File: src/rtl/exp_dec_pkg.sv
package exp_dec_pkg;
  localparam int ADDR_W    = 16;
  localparam int BANK_W    = 8;
  localparam int SLOT_BITS = 2;
  localparam int SLOT_CNT  = 1 << SLOT_BITS;
  localparam int EXT_BIT   = BANK_W - 1;
  localparam int GRP_LSB   = 5;
  localparam int GRP_W     = 3;
  localparam int SUB_LSB   = 3;
  localparam int PAGE_LSB  = GRP_LSB + GRP_W;

  typedef logic [BANK_W-1:0] bank_t;

  function automatic logic rom_window(input logic [1:0] top_bits);
    return top_bits[1] & top_bits[0];
  endfunction

  function automatic logic [SLOT_BITS-1:0] slot_field(input bank_t b);
    return b[EXT_BIT-1 -: SLOT_BITS];
  endfunction
endpackage

File: src/rtl/exp_bank_reg.sv
module exp_bank_reg import exp_dec_pkg::*; #(
  parameter logic [ADDR_W-1:0] BANK_ADDR = 16'h0001
) (
  input  logic              clk,
  input  logic              rst_n,
  input  logic [ADDR_W-1:0] addr,
  input  logic              wr_en,
  input  logic [BANK_W-1:0] wdata,
  output bank_t             bank_q,
  output logic [BANK_W-1:0] rdata
);
  logic reg_hit;
  logic bank_wr_hit;

  assign reg_hit     = (addr == BANK_ADDR);
  assign bank_wr_hit = reg_hit & wr_en;

  always_ff @(posedge clk or negedge rst_n) begin
    if (!rst_n)           bank_q <= '0;
    else if (bank_wr_hit) bank_q <= wdata;
  end

  assign rdata = reg_hit ? bank_q : '0;


  bank_load_chk: assert property (@(posedge clk) disable iff (!rst_n)
    (wr_en && addr == BANK_ADDR) |=> bank_q == $past(wdata));

  bank_hold_chk: assert property (@(posedge clk) disable iff (!rst_n)
    !(wr_en && addr == BANK_ADDR) |=> $stable(bank_q));
endmodule

File: src/rtl/exp_rom_decode.sv
module exp_rom_decode import exp_dec_pkg::*; #(
  parameter int CARD_BANK_W = 3
) (
  input  logic                   clk,
  input  logic                   rst_n,
  input  logic [1:0]             addr_top,
  input  logic                   ext_bit,
  input  logic [SLOT_BITS-1:0]   slot_sel,
  input  logic [CARD_BANK_W-1:0] bank_low,
  output logic                   rom_sel_n,
  output logic [SLOT_CNT-1:0]    card_sel_n,
  output logic [CARD_BANK_W-1:0] card_bank
);
  logic win_hit;
  logic onboard_hit;
  logic ext_hit;

  assign win_hit     = rom_window(addr_top);
  assign onboard_hit = win_hit & ~ext_bit;
  assign ext_hit     = win_hit & ext_bit;
  assign rom_sel_n   = ~onboard_hit;
  assign card_bank   = bank_low;

  for (genvar k = 0; k < SLOT_CNT; k++) begin : g_card
    assign card_sel_n[k] = ~(ext_hit & (slot_sel == SLOT_BITS'(k)));


    card_owner_chk: assert property (@(posedge clk) disable iff (!rst_n)
      !card_sel_n[k] |-> (ext_bit && addr_top == 2'b11 && slot_sel == SLOT_BITS'(k)));
  end


  onboard_off_chk: assert property (@(posedge clk) disable iff (!rst_n)
    ext_bit |-> rom_sel_n);

  onboard_on_chk: assert property (@(posedge clk) disable iff (!rst_n)
    (!ext_bit && addr_top == 2'b11) |-> !rom_sel_n);
endmodule

File: src/rtl/exp_io_decode.sv
module exp_io_decode import exp_dec_pkg::*; #(
  parameter logic [ADDR_W-PAGE_LSB-1:0] IO_PAGE = 8'h9F,
  parameter int FIRST_SEL  = 4,
  parameter int SHARED_SEL = 3
) (
  input  logic                    clk,
  input  logic                    rst_n,
  input  logic [ADDR_W-1:SUB_LSB] addr_hi,
  output logic [SLOT_CNT-1:0]     io_sel_n,
  output logic [SLOT_CNT-1:0]     io_sub_sel_n
);
  logic                 page_hit;
  logic [GRP_W-1:0]     grp;
  logic [SLOT_BITS-1:0] sub;
  logic                 shared_hit;

  assign page_hit   = (addr_hi[ADDR_W-1:PAGE_LSB] == IO_PAGE);
  assign grp        = addr_hi[PAGE_LSB-1:GRP_LSB];
  assign sub        = addr_hi[GRP_LSB-1:SUB_LSB];
  assign shared_hit = page_hit & (grp == GRP_W'(SHARED_SEL));

  for (genvar k = 0; k < SLOT_CNT; k++) begin : g_slot
    assign io_sel_n[k]     = ~(page_hit & (grp == GRP_W'(FIRST_SEL + k)));
    assign io_sub_sel_n[k] = ~(shared_hit & (sub == SLOT_BITS'(k)));


    io_page_chk: assert property (@(posedge clk) disable iff (!rst_n)
      !io_sel_n[k] |-> addr_hi[ADDR_W-1:PAGE_LSB] == IO_PAGE);

    io_sub_page_chk: assert property (@(posedge clk) disable iff (!rst_n)
      !io_sub_sel_n[k] |-> (addr_hi[ADDR_W-1:PAGE_LSB] == IO_PAGE && grp == GRP_W'(SHARED_SEL)));
  end
endmodule

File: src/rtl/exp_slot_decoder.sv
module exp_slot_decoder import exp_dec_pkg::*; #(
  parameter logic [ADDR_W-1:0]          BANK_ADDR   = 16'h0001,
  parameter logic [ADDR_W-PAGE_LSB-1:0] IO_PAGE     = 8'h9F,
  parameter int                         CARD_BANK_W = 3,
  parameter int                         FIRST_SEL   = 4,
  parameter int                         SHARED_SEL  = 3
) (
  input  logic                   clk,
  input  logic                   rst_n,
  input  logic [ADDR_W-1:0]      addr,
  input  logic                   wr_en,
  input  logic [BANK_W-1:0]      wdata,
  output logic [BANK_W-1:0]      rdata,
  output logic                   rom_sel_n,
  output logic [SLOT_CNT-1:0]    card_rom_sel_n,
  output logic [CARD_BANK_W-1:0] card_bank,
  output logic [SLOT_CNT-1:0]    io_sel_n,
  output logic [SLOT_CNT-1:0]    io_sub_sel_n
);
  bank_t bank_q;

  exp_bank_reg #(.BANK_ADDR(BANK_ADDR)) u_bank (
    .clk(clk), .rst_n(rst_n), .addr(addr), .wr_en(wr_en),
    .wdata(wdata), .bank_q(bank_q), .rdata(rdata)
  );

  exp_rom_decode #(.CARD_BANK_W(CARD_BANK_W)) u_rom (
    .clk(clk), .rst_n(rst_n),
    .addr_top(addr[ADDR_W-1 -: 2]),
    .ext_bit(bank_q[EXT_BIT]),
    .slot_sel(slot_field(bank_q)),
    .bank_low(bank_q[CARD_BANK_W-1:0]),
    .rom_sel_n(rom_sel_n),
    .card_sel_n(card_rom_sel_n),
    .card_bank(card_bank)
  );

  exp_io_decode #(.IO_PAGE(IO_PAGE), .FIRST_SEL(FIRST_SEL), .SHARED_SEL(SHARED_SEL)) u_io (
    .clk(clk), .rst_n(rst_n),
    .addr_hi(addr[ADDR_W-1:SUB_LSB]),
    .io_sel_n(io_sel_n),
    .io_sub_sel_n(io_sub_sel_n)
  );


  rom_excl_chk: assert property (@(posedge clk) disable iff (!rst_n)
    $countones({~rom_sel_n, ~card_rom_sel_n}) <= 1);

  io_excl_chk: assert property (@(posedge clk) disable iff (!rst_n)
    $countones({~io_sel_n, ~io_sub_sel_n}) <= 1);

  card_bank_follow_chk: assert property (@(posedge clk) disable iff (!rst_n)
    (wr_en && addr == BANK_ADDR) |=> card_bank == $past(wdata[CARD_BANK_W-1:0]));
endmodule

File: config.mk
export PLATFORM = sky130hd
export DESIGN_NAME = exp_slot_decoder
export DESIGN_NICKNAME = d
export VERILOG_FILES = /design/src/rtl/exp_dec_pkg.sv /design/src/rtl/exp_bank_reg.sv /design/src/rtl/exp_rom_decode.sv /design/src/rtl/exp_io_decode.sv /design/src/rtl/exp_slot_decoder.sv
export SDC_FILE = /design/constraint.sdc
export NUM_CORES = 1
export LEC_CHECK = 0
export BUFFER_PORTS_ARGS = -buffer_cell sky130_fd_sc_hd__buf_2
export CAP_MARGIN = 25
export CORE_MARGIN = 3
export CORE_UTILIZATION = 33
export DETAILED_ROUTE_END_ITERATION = 10
export PLACE_DENSITY = 0.71
export SLEW_MARGIN = 40
export SYNTH_ARGS = -nofsm -noshare
export SYNTH_HDL_FRONTEND = slang
export SYNTH_SLANG_ARGS = --single-unit
File: constraint.sdc
create_clock -name clk -period 1.1 [get_ports clk]
set_input_delay 0.055 -clock clk [delete_from_list [all_inputs] [get_ports clk]]
set_output_delay 0.055 -clock clk [all_outputs]
set_load 0.01 [all_outputs]
==> reports/metrics.yaml <==
drc: 0
seqPwrFrac_pct: 43.6
crit_path_end_kind: "output port"
pin_count: 51
r2r-start: "u_bank.bank_q[6]"
outcome: "finished with violations"
synthFlopType: "dfrtp_1"
clk_pin_slew_ps: 60
largest_registers: "u_bank.bank_q: 8 flops"
core_um2: 1610
synth_common_cells: "and2_2 (8), dfrtp_1 (8), mux2_4 (8)"
hold_start: "wdata[6]"
dieArea_um2: 2390
synthCells: 58
violations: "setup timing"
internal_power_mw: 0.505
drtPass1Iterations: 4
p_total_mw: 0.675
fp.dieH_um: 48.9
hold_depth: 2
synth-edff-count: 0
nFillCells: 121
finalSetupViolations: 21
synth_nets: 85
largest_register_ffs: 8
first_iter_violations: 2
top_register: "u_bank.bank_q"
hold_violations: 0
switching_share_pct: 25.2
maxCapViolations: 0
yosys_warnings: 0
vias_per_cell: 4.79
synth_top_area_cell: "dfrtp_1"
pre_cts_ws_ps: -344
placed_cell_area_um2: 931
tightest_slew_ps: 239
cts.sinks: 8
cts_made_buffers: 3
fin_ws_ps: -275
layout.nets: 151
power_frac_clock_pct: 33.6
leakagePower_nw: 0.600
areaGrowthSynthToFinish_pct: 100
numPortBuffers: 50
crit_required_ps: 1040
initial_utilization_pct: 37.7
antenna_found_initial: 0
final_cells: 146
holdWs_ps: 32.0
ys_seq_area_share_pct: 33.0
fp-row-count: 14
overflow: 0
grt.total_usage_pct: 18.4
final_cell_area_um2: 1220
whs_endpoint: "u_bank.bank_q[6]"
synth_top_cell_area_share_pct: 33.0
grt_pass1_wl_mm: 3.38
num_antenna_cells: 0
die_w_um: 48.9
holdCritPathClass: "input port to register"
setup.worst_path.class: "input port to output port"
detail-route-antenna-nets: 0
max_clock_freq_mhz: 727
grt_pass1_vias: 702
dp_hpwl_mm: 1.47
clk_latency_ps: 240
p_switching_mw: 0.170
clock_tree.buffer_depth: 2
final.setup_skew_ps: 0
combPwrFrac_pct: 22.8
reg2reg_slack_ps: 210
wl_mm: 2.31
htree_num_levels: 1
max_slew_margin_pct: 84.0
reg2reg_depth: 2
synth_area_leaders: "dfrtp_1 (33%), mux2_4 (20%), and2_2 (9.9%)"
async_flop_share_pct: 100
r2r-end: "u_bank.bank_q[6]"
maxSlewViolCount: 0
rsz0062_at_grt: "yes"
grt_start_max_net_pins: 9
period_needed_ps: 1380
mappedNetlistArea_um2: 607
ir_drop_mv: 0.455
synth.avg_cell_area_um2: 10.5
cts_tree: "built"
period_share_pct: 125
cts_root_buf: "clkbuf_4"
ys_types: 20
num_vias: 699
ys_seq_elements: 8
cp.arrival_ps: 1320
wl_per_cell_um: 15.8
dp.cells: 137
startpoint_type: "input port"
powerDensity_nw_per_um2: 555
cp_max_fo: 4
drive_gt1_share_pct: 80.3
gp_congestion: 0.840
[logic make-up (layout without fill, tap and decap cells)]
kind of cell / after synthesis / count (layout) / share of synthesized area [%]
simple gates: 36 / 36 / 40.4
buf+inv: 6 / 70 / 6.80
flops: 8 / 8 / 33.0
mux: 8 / 8 / 19.8
[worst max-delay path by stage]
stage             start  cells after the start               to
3_3_place_gp   addr[12]                      6  io_sub_sel_n[0]
2_1_floorplan  addr[12]                      3      io_sel_n[0]
4_1_cts        addr[13]                      4      io_sel_n[0]
6_report       addr[12]                      5      io_sel_n[0]
3_5_place_dp   addr[11]                      6  io_sub_sel_n[1]
5_1_grt        addr[12]                      5      io_sel_n[0]
[per-stage QoR]
step	util, %	TNS [ps]
final	75.5	-2090
after global routing	75.5	-3170
after CTS	66.5	-2250
after detailed placement	57.8	-5450
after global placement	57.8	-5080
after floorplan	-	-207
[power by group through the flow]
stage	sequential [mW]	clock (mW)	combinational, mW
global placement	0.300	0	0.0989
floorplan	0.300	0	0.0134
global route	0.294	0.251	0.164
finish	0.295	0.227	0.154
detailed placement	0.300	0	0.102
CTS	0.295	0.232	0.121
[critical path: stages]
cell	delay [ps]
buf_6	70
nand4_1	130
or4_4	480
or4_4	440
buf_6	140
[layout by cell type, fill, tap and decap left out, types with 2 or more instances in the layout]
cell and n:
and2_2 5, and2_4 3, buf_2 34, buf_4 9, buf_6 21, clkbuf_4 3, dfrtp_1 8, mux2_4 8
nand2_1 4, nand3_1 2, nand3_2 2, nand3b_1 5, nor2_4 2, nor4_2 2, nor4_4 2, or4_4 2
[timing repair]
item | in CTS | in global routing
endpoints found under the hold margin | 8 | 0
setup endpoints to repair | 20 | 29
hold buffers | 1 | 0
pin swaps | 5 | 7
buffers inserted | 4 | 1
gates resized for setup | 17 | 28
[per-layer routing]
metal  part of all wire [%]  global-route usage [%]  vias to the layer above
li1                       -                       -                      337
met5                      0                       0                        -
met1                     38                    20.1                      330
met3                    4.5                    2.14                        6
met2                     55                    33.0                       26
met4                    3.2                    12.3                        0
[area by class of cell]
cell class                      instances  area [um2]  area share (%)
Tap cell                               24        30.0            2.47
Multi-Input combinational cell         44         469            38.6
Inverter                                2        10.0           0.823
Timing Repair Buffer                   65         484            39.8
Clock buffer                            3        22.5            1.85
Sequential cell                         8         200            16.5
Power figures use the tool's default switching activity.
